File: src/rtl/lcs_pkg.sv
package lcs_pkg;
   typedef enum logic [1:0] {
      ST_IDLE  = 2'd0,
      ST_RUN   = 2'd1,
      ST_DRAIN = 2'd2,
      ST_FIN   = 2'd3
   } lcs_state_e;
endpackage

File: src/rtl/lcs_clkgen.sv
// Divides the reference clock into the chip clock and marks the settle point.
module lcs_clkgen #(
   parameter int unsigned CLK_DIV    = 20,
   parameter int unsigned SETTLE_CYC = 3
) (
   input  logic clk,
   input  logic rst_n,
   output logic chip_clk,
   output logic smp_stb
);
   localparam int unsigned CW   = $clog2(CLK_DIV);
   localparam int unsigned HALF = CLK_DIV / 2;

   logic [CW-1:0] cnt;
   logic [CW-1:0] cnt_nxt;

   always_comb begin
      if (cnt == CW'(CLK_DIV - 1)) cnt_nxt = '0;
      else                         cnt_nxt = cnt + 1'b1;
   end

   always_ff @(posedge clk) begin
      if (!rst_n) begin
         cnt      <= '0;
         chip_clk <= 1'b1;
      end else begin
         cnt      <= cnt_nxt;
         chip_clk <= (cnt_nxt < CW'(HALF));
      end
   end

   // cnt == 0 is the first cycle of the high phase
   assign smp_stb = (cnt == CW'(SETTLE_CYC));
endmodule

File: src/rtl/lcs_sweep.sv
// Four nested wrap counters: bit, stream, cell, socket (innermost first).
module lcs_sweep #(
   parameter int unsigned BITS    = 1024,
   parameter int unsigned STREAMS = 21,
   parameter int unsigned CELLS   = 256,
   parameter int unsigned SOCKETS = 6,
   parameter int unsigned IW      = 11
) (
   input  logic                clk,
   input  logic                rst_n,
   input  logic                clr,
   input  logic                adv,
   output logic [3:0][IW-1:0]  idx,
   output logic                wrap_all
);
   localparam int unsigned LIM [4] = '{BITS, STREAMS, CELLS, SOCKETS};

   logic [4:0] carry;
   assign carry[0] = adv;

   for (genvar g = 0; g < 4; g++) begin : g_lvl
      logic at_max;
      assign at_max     = (idx[g] == IW'(LIM[g] - 1));
      assign carry[g+1] = carry[g] & at_max;

      always_ff @(posedge clk) begin
         if (!rst_n || clr)   idx[g] <= '0;
         else if (carry[g])   idx[g] <= at_max ? '0 : idx[g] + 1'b1;
      end
   end

   assign wrap_all = carry[4];
endmodule

File: src/rtl/lcs_packer.sv
// Input register, word assembly (first bit in bit 0) and linear RAM addressing.
module lcs_packer #(
   parameter int unsigned WORD_W = 32,
   parameter int unsigned ADDR_W = 20
) (
   input  logic              clk,
   input  logic              rst_n,
   input  logic              clr,
   input  logic              smp,
   input  logic              din,
   output logic              ram_we,
   output logic [ADDR_W-1:0] ram_addr,
   output logic [WORD_W-1:0] ram_wdata
);
   localparam int unsigned FW = $clog2(WORD_W);

   logic              bit_q;
   logic              bit_v;
   logic [FW-1:0]     fill;
   logic [WORD_W-1:0] shreg;
   logic [ADDR_W-1:0] acnt;

   always_ff @(posedge clk) begin
      if (!rst_n) begin
         bit_q     <= 1'b0;
         bit_v     <= 1'b0;
         fill      <= '0;
         shreg     <= '0;
         acnt      <= '0;
         ram_we    <= 1'b0;
         ram_addr  <= '0;
         ram_wdata <= '0;
      end else begin
         ram_we <= 1'b0;
         bit_v  <= smp;
         if (smp) bit_q <= din;
         if (clr) begin
            fill <= '0;
            acnt <= '0;
         end else if (bit_v) begin
            if (fill == FW'(WORD_W - 1)) begin
               ram_we    <= 1'b1;
               ram_wdata <= {bit_q, shreg[WORD_W-2:0]};
               ram_addr  <= acnt;
               acnt      <= acnt + 1'b1;
               fill      <= '0;
            end else begin
               shreg[fill] <= bit_q;
               fill        <= fill + 1'b1;
            end
         end
      end
   end
endmodule

File: src/rtl/lcs_capture_seq.sv
module lcs_capture_seq #(
   parameter int unsigned NUM_SOCKETS = 6,
   parameter int unsigned NUM_CELLS   = 256,
   parameter int unsigned NUM_STREAMS = 21,
   parameter int unsigned STREAM_BITS = 1024,
   parameter int unsigned WORD_W      = 32,
   parameter int unsigned CLK_DIV     = 20,
   parameter int unsigned SETTLE_CYC  = 3,
   parameter logic [7:0]  START_CODE  = 8'hA5,
   localparam int unsigned SOCK_W     = $clog2(NUM_SOCKETS + 1),
   localparam int unsigned CELL_W     = (NUM_CELLS > 1) ? $clog2(NUM_CELLS) : 1,
   localparam int unsigned TOT_WORDS  = NUM_SOCKETS * NUM_CELLS * NUM_STREAMS * STREAM_BITS / WORD_W,
   localparam int unsigned ADDR_W     = (TOT_WORDS > 1) ? $clog2(TOT_WORDS) : 1
) (
   input  logic              clk,
   input  logic              rst_n,
   input  logic              rx_valid,
   input  logic [7:0]        rx_byte,
   output logic              chip_clk,
   input  logic              cell_bit,
   output logic [SOCK_W-1:0] socket_sel,
   output logic [CELL_W-1:0] cell_sel,
   output logic              ram_we,
   output logic [ADDR_W-1:0] ram_addr,
   output logic [WORD_W-1:0] ram_wdata,
   output logic              busy,
   output logic              done
);
   import lcs_pkg::*;

   localparam int unsigned M01  = (STREAM_BITS > NUM_STREAMS) ? STREAM_BITS : NUM_STREAMS;
   localparam int unsigned M23  = (NUM_CELLS > NUM_SOCKETS) ? NUM_CELLS : NUM_SOCKETS;
   localparam int unsigned MAXL = (M01 > M23) ? M01 : M23;
   localparam int unsigned IW   = $clog2(MAXL + 1);

   // elaboration-time parameter checks
   if (WORD_W < 2) begin : g_bad_word
      $error("WORD_W must be at least 2");
   end
   if (STREAM_BITS % WORD_W != 0) begin : g_bad_pack
      $error("STREAM_BITS must be a multiple of WORD_W");
   end
   if (CLK_DIV < 2) begin : g_bad_div
      $error("CLK_DIV must be at least 2");
   end
   if (SETTLE_CYC >= CLK_DIV / 2) begin : g_bad_settle
      $error("SETTLE_CYC must fall inside the high phase");
   end
   if (NUM_SOCKETS < 1 || NUM_CELLS < 1 || NUM_STREAMS < 1) begin : g_bad_cnt
      $error("sweep counts must be non-zero");
   end

   lcs_state_e        state;
   logic              smp_stb;
   logic              run_stb;
   logic              start_ok;
   logic              wrap_all;
   logic [3:0][IW-1:0] idx;

   assign start_ok = rx_valid && (rx_byte == START_CODE) &&
                     (state == ST_IDLE || state == ST_FIN);
   assign run_stb  = smp_stb && (state == ST_RUN);

   lcs_clkgen #(.CLK_DIV(CLK_DIV), .SETTLE_CYC(SETTLE_CYC)) u_clk (
      .clk      (clk),
      .rst_n    (rst_n),
      .chip_clk (chip_clk),
      .smp_stb  (smp_stb)
   );

   lcs_sweep #(
      .BITS(STREAM_BITS), .STREAMS(NUM_STREAMS), .CELLS(NUM_CELLS),
      .SOCKETS(NUM_SOCKETS), .IW(IW)
   ) u_sweep (
      .clk      (clk),
      .rst_n    (rst_n),
      .clr      (start_ok),
      .adv      (run_stb),
      .idx      (idx),
      .wrap_all (wrap_all)
   );

   lcs_packer #(.WORD_W(WORD_W), .ADDR_W(ADDR_W)) u_pack (
      .clk       (clk),
      .rst_n     (rst_n),
      .clr       (start_ok),
      .smp       (run_stb),
      .din       (cell_bit),
      .ram_we    (ram_we),
      .ram_addr  (ram_addr),
      .ram_wdata (ram_wdata)
   );

   always_ff @(posedge clk) begin
      if (!rst_n) begin
         state <= ST_IDLE;
      end else begin
         unique case (state)
            ST_IDLE, ST_FIN: if (start_ok) state <= ST_RUN;
            ST_RUN:          if (run_stb && wrap_all) state <= ST_DRAIN;
            ST_DRAIN:        if (ram_we) state <= ST_FIN;
            default:         state <= ST_IDLE;
         endcase
      end
   end

   assign busy       = (state == ST_RUN) || (state == ST_DRAIN);
   assign done       = (state == ST_FIN);
   assign socket_sel = SOCK_W'(idx[3]) + SOCK_W'(1);
   assign cell_sel   = CELL_W'(idx[2]);
endmodule

File: config.mk
export PLATFORM = sky130hd
export DESIGN_NAME = lcs_capture_seq
export DESIGN_NICKNAME = d
export VERILOG_FILES = /design/src/rtl/lcs_pkg.sv /design/src/rtl/lcs_clkgen.sv /design/src/rtl/lcs_sweep.sv /design/src/rtl/lcs_packer.sv /design/src/rtl/lcs_capture_seq.sv
export SDC_FILE = /design/constraint.sdc
export NUM_CORES = 1
export LEC_CHECK = 0
export BUFFER_PORTS_ARGS = -buffer_cell sky130_fd_sc_hd__buf_2
export CAP_MARGIN = 20
export CORE_ASPECT_RATIO = 0.5
export CORE_MARGIN = 2
export CORE_UTILIZATION = 58
export DETAILED_ROUTE_END_ITERATION = 10
export PLACE_DENSITY = 0.81
export SLEW_MARGIN = 20
export SYNTH_ARGS = -nofsm -noshare
export SYNTH_HDL_FRONTEND = slang
export SYNTH_SLANG_ARGS = --single-unit
File: constraint.sdc
create_clock -name clk -period 3.05 [get_ports clk]
set_input_delay 0.61 -clock clk [delete_from_list [all_inputs] [get_ports clk]]
set_output_delay 0.61 -clock clk [all_outputs]
set_load 0.01 [all_outputs]
* Word-level counts from Yosys, hierarchy flattened
Cells that the tools add are included.
Word-level totals: memory bits (read-only) 0, word-level logic and storage cells 79, input port bits 12, bits in writable memories 0, latch bits 0, memories kept 0, output and inout bits 67, bits in registers 164
Operators by class: reduce and logical (&&, ||, !) cells 17, eq/ne operators 14, $lt $le $gt $ge 3, $add $sub $neg 8, bitwise logic cells 8, div/mod/pow operators 0, $mul 0, shifts and indexed selects 0, mux-type cells 14
Operator list (count):
- adder 11 x 1 -> 11 bit (second input constant) | 4
- two-way mux 11 bit | 4
- bitwise mux 32 bit | 1
- adder 20 x 1 -> 20 bit (second input constant) | 1
- == test 11 x 10 -> 1 bit (second input constant) | 1
- == test 11 x 3 -> 1 bit (second input constant) | 1
- == test 11 x 5 -> 1 bit (second input constant) | 1
- == test 11 x 8 -> 1 bit (second input constant) | 1
- adder 5 x 1 -> 5 bit (second input constant) | 2
- == test 5 bit (second input constant) | 2
- two-way mux 5 bit | 2
- AND reduction 3 bit | 3
- == test 8 bit (second input constant) | 1
- less-than comparator 5 x 6 -> 1 bit (second input constant) | 1
- two-way mux 2 bit | 3
- case mux 2 bit (3 select lines) | 1
- demux 1 bit (select 5 bit) | 1
- == test 5 x 2 -> 1 bit (second input constant) | 1
- >= comparator 5 x 1 -> 1 bit (second input constant) | 1
- logical AND 1 bit | 5
- less-than comparator 5 x 4 -> 1 bit (second input constant) | 1
- bitwise AND 1 bit | 4
- == test 2 bit (second input constant) | 2
- != test 2 x 1 -> 1 bit (second input constant) | 2
- 11 further kinds | 18

* Logic depth before layout (Yosys ltp)
depth in word-level cells 9, gate-level depth with buffers 10

* Cells and area by module
A second synthesis with hierarchy kept.
Unflattened totals: cell total of the unflattened synthesis 882, area, all modules 7403.4 um^2
Modules (own cells, without submodules):
- lcs_packer | cells each 568, seq. area each 2222.1 um^2, instances 1, area an instance 4743.3 um^2
- lcs_sweep | cells each 257, seq. area each 880.8 um^2, instances 1, area an instance 2170.8 um^2
- lcs_clkgen | cells each 31, seq. area each 120.1 um^2, instances 1, area an instance 279.0 um^2
- lcs_capture_seq | cells each 26, seq. area each 40.0 um^2, instances 1, area an instance 210.2 um^2

* Worst setup path after synthesis
OpenSTA, ideal clock, no wires.
kind reg-to-reg, start register u_clk.cnt[0], end register u_sweep.idx[43] in the netlist's numbering, library setup time 0.067 ns, path slack 0.763 ns, stages on the path, launching flop included 8, path buffers 1, data arrival time 2.219 ns, cell sequence dfxtp_1 > ha_1 > nor4b_4 > nand4_4 > or3_1 > clkbuf_2 > or4_4 > a21oi_2
On the way: word-level cells in the longest chain between the ends 5
Ends and longest elaborated chain:
- start, declared | RTL line lcs_clkgen.sv:14 | logic [CW-1:0] cnt;
- start signal, assigned | RTL line lcs_clkgen.sv:27 | cnt <= cnt_nxt;
- == test 5 x 2 -> 1 bit | RTL line lcs_clkgen.sv:33 | assign smp_stb = (cnt == CW'(SETTLE_CYC));
- logical AND 1 bit | RTL line lcs_capture_seq.sv:62 | assign run_stb = smp_stb && (state == ST_RUN);
- bitwise AND 1 bit (3 in a row) | RTL line lcs_sweep.sv:24 | assign carry[g+1] = carry[g] & at_max;
- end signal, assigned by index | RTL line lcs_sweep.sv:28 | else if (carry[g]) idx[g] <= at_max ? '0 : idx[g] + 1'b1;
- end, declared | RTL line lcs_sweep.sv:13 | output logic [3:0][IW-1:0] idx,
No other way between the ends. A chain may end at the register's enable or synchronous reset.

* Worst setup path after layout
start register u_pack.fill[0], end register u_pack.shreg[24]
On the way: word-level cells in the longest chain between the ends 5, elaborated cells on any way between the ends 9
Ends and longest elaborated chain:
- start, declared | RTL line lcs_packer.sv:19 | logic [FW-1:0] fill;
- start signal, assigned | RTL line lcs_packer.sv:49 | fill <= fill + 1'b1;
- less-than comparator 5 x 6 -> 1 bit (not written as such) / >= comparator 5 x 1 -> 1 bit (equally long branches) | RTL line lcs_packer.sv:48 | shreg[fill] <= bit_q;
- logical AND 1 bit (not written as such) | RTL line lcs_packer.sv:48
- two-way mux 1 bit (not written as such) | RTL line lcs_packer.sv:48
- demux 1 bit (select 5 bit)
- bitwise mux 32 bit | RTL line lcs_packer.sv:48
- end signal, assigned by index | RTL line lcs_packer.sv:48
- end, declared | RTL line lcs_packer.sv:20 | logic [WORD_W-1:0] shreg;
Several ways; a longest one is shown, not always the timed one.

==> results.md <==
- Status: finished clean
- Clock buffer depth: 2
- Initial antenna violation count: 0
- Dominant cells by area after synthesis: dfxtp_1, nand2_1, nor2_1
- Row Count: 28
- Combinational Power Share: 4.5%
- Placement Setup Slack: 0.466 ns
- TritonCTS Sinks: 163
- P_leak: 2.98 nW
- WL/cell: 14.2 um
- Htree depth: 4
- Nets: 921
- Least-Margin Pin Slew: 0.902 ns
- Gr usage total: 23.7%
- Total setup buffers inserted after CTS: 0
- Worst EP arrival: 3.01 ns
- Total gr overflow: 0
- Gpl congestion: 0.824
- Max-capacitance violation count: 0
- Detailed-route via count: 5,853
- Psw: 0.00108 W
- Synth Cell Area: 0.00704 sq mm
- Clock power share: 47.6%
- Worst vdd ir: 0.000359 V
- Min-delay worst type: flip-flop to flip-flop
- FFs w/ async S/R, synth: 0%
- CP endpoint kind: flip-flop
- Clock Tree Root: clkbuf_16
- Die ar.: 0.0131 sq mm
- Post-detail-place hpwl: 9550 um
- CTS tree: built
- Syn-to-layout area delta: 15.2%
- Layout Utilization: 68.5%
- Max-slew headroom: 39.9%
- Max frequency: 366 MHz
- PortBufs: 78
- Post-Synthesis Cells: 841
- Number of flops mapped to enable cells by yosys: 0
- Main flop type after synthesis: dfxtp_1
- Count of pins over their slew limit: 0
- Critical path class: flip-flop to flip-flop
- Library cells used by synthesis: 43
- Period utilization: 89.5%
- Vias in the first global route: 5,430
- I/O Pins: 79
- Int Pwr: 0.00345 W
- Clock Latency Late Sink: 0.43 ns
- 1st-pass router iterations: 4
- Post-placement cell count: 1,037
- Final Setup Violations: 0
- Critical Path Source Type: flip-flop
- Routed wire length: 15,200 um
- Sw frac: 23.8%
- Minimum clock period: 2.73 ns
- Setup slack after layout: 0.320 ns
- Critical path fanouts, max: 9
- Post-synth top area share: 46.3%
- Synth warn: 0
- Die H: 81.9 um
- Global-route wire length before repair: 25,200 um
- Pwr Density: 558 mW/mm^2
- Initial Utilization: 59.5%
- Total core area: 0.0118 sq mm
- Non-Filler Instances: 1,070
- Initial detailed-routing violation count: 363
- Yosys reg bits: 163
- Mapped Avg Cell Area: 8.37 sq um
- Area leader, netlist: dfxtp_1
- Num CTS Buffers: 17
- Clock slew at reported path FFs: 0.07 ns
- Horiz. Die Dim: 160 um
- Syn nets: 870
- WHS: 0.449 ns
- RSZ-0062 raised after global routing: false
- Antenna Violating Nets Remaining: 0
- Final Hold Viols: 0
- Clk_skew: 0.0122 ns
- Largest net degree at the start of global routing: 92
- Drt drc: 0
- Vias per Instance: 5.47
- Flop pwr share: 47.8%
- Antenna cell count: 0
- Worst Path Required: 3.33 ns
- Post-CTS sizing: 0
- Hold_buf cts: 0
- Register area share after synthesis: 46.3%
- Share of cells above drive strength 1: 14.6%
- Setup tns final: 0 ns
-- area by class of cell --
cell class	instances	area, sq um
clock buffer	18	429
clock inverter	14	165
fill	976	3730
inverter	17	63.8
multi-input combinational	604	3480
sequential	163	3260
tap	165	206
timing repair buffer	89	498
-- cell usage in the layout (no fill, tap or decap), types with 2 or more instances in the layout --
cell type     n
dfxtp_1     162
nand2_1     141
nor2_1      106
buf_2        78
a21oi_1      68
nor3_1       44
xnor2_1      34
mux2i_1      32
nand3_1      25
xor2_1       23
nand4_1      19
nor4_1       17
ha_1         17
clkbuf_16    17
inv_1        16
and3_1       12
and4_1       10
buf_4         9
and2_1        7
o21ai_0       7
nor2b_1       6
inv_6         6
or3_1         4
nand3b_1      4
clkinvlp_4    4
a311oi_1      3
nor4bb_1      2
nor3b_1       2
nand4b_1      2
or2_2         2
inv_8         2
bufinv_16     2
buf_12        2
-- per-layer routing --
layer	wire (um)	GRT usage, %	up-vias
met1	7080	29.2	2760
li1	-	-	2940
met4	221	8.20	0
met5	0	0	-
met2	7270	41.9	129
met3	584	5.25	24
-- path summary, 6_finish.rpt --
check | start | to | slack [ns] | cells after the start
hold reg to reg | u_pack.shreg[15] | u_pack.ram_wdata[15] | 0.45 | 2
setup reg to reg | u_pack.fill[0] | u_pack.shreg[24] | 0.32 | 8
setup / recovery | u_pack.fill[0] | u_pack.shreg[24] | 0.32 | 8
hold / removal | u_pack.shreg[15] | u_pack.ram_wdata[15] | 0.45 | 2
-- power by group through the flow --
stage                     Sequential (W)  Combinational (W)  Clock [W]
after floorplan                  0.00221           0.000146          0
after global placement           0.00221           0.000193          0
after CTS                        0.00217           0.000204    0.00217
final                            0.00217           0.000205    0.00216
after detailed placement         0.00221           0.000201          0
after global routing             0.00217           0.000229    0.00227
-- per-stage QoR --
| stage | total power [W] | cell area, sq um |
|---|---|---|
| finish | 0.00453 | 8110 |
| global route | 0.00467 | 8110 |
| CTS | 0.00454 | 8090 |
| detailed placement | 0.00242 | 7490 |
| global placement | 0.00241 | 7490 |
| floorplan | 0.00235 | 7040 |
-- registers in the layout, indices dropped and copies added (netlist names) --
register / count
u_sweep.idx: 44
state: 2
u_pack.ram_we: 1
u_pack.shreg: 31
u_pack.fill: 5
u_pack.bit_q: 1
u_clk.chip_clk: 1
u_clk.cnt: 5
u_pack.ram_wdata: 32
u_pack.acnt: 20
u_pack.ram_addr: 20
u_pack.bit_v: 1
-- cells by family after synthesis --
logic type      share of synthesized area [%]
flops                                    46.3
simple gates                             27.9
xor+xnor                                 7.09
mux                                      4.55
fa+ha+maj                                3.02
buf+inv                                  4.39
compound gates                           6.70
-- cells in the mapped netlist, types with 19 or more instances --
library cell  instances
nor2_1              107
dfxtp_1             163
nand2_1             141
nand3_1              26
nor3_1               44
a21oi_1              68
clkbuf_1             48
mux2i_1              32
xor2_1               23
nand4_1              19
xnor2_1              34
-- worst max-delay path, stage by stage, from the launching register on --
cell and delay (ns):
dfxtp_1 0.34, ha_1 0.23, and3_1 0.19, ha_1 0.31, nor2b_1 0.42, nand2_1 0.35, nor3_1 0.41, mux2i_1 0.29
nor2_1 0.06
Note: power is estimated with default switching activity, not from simulation.
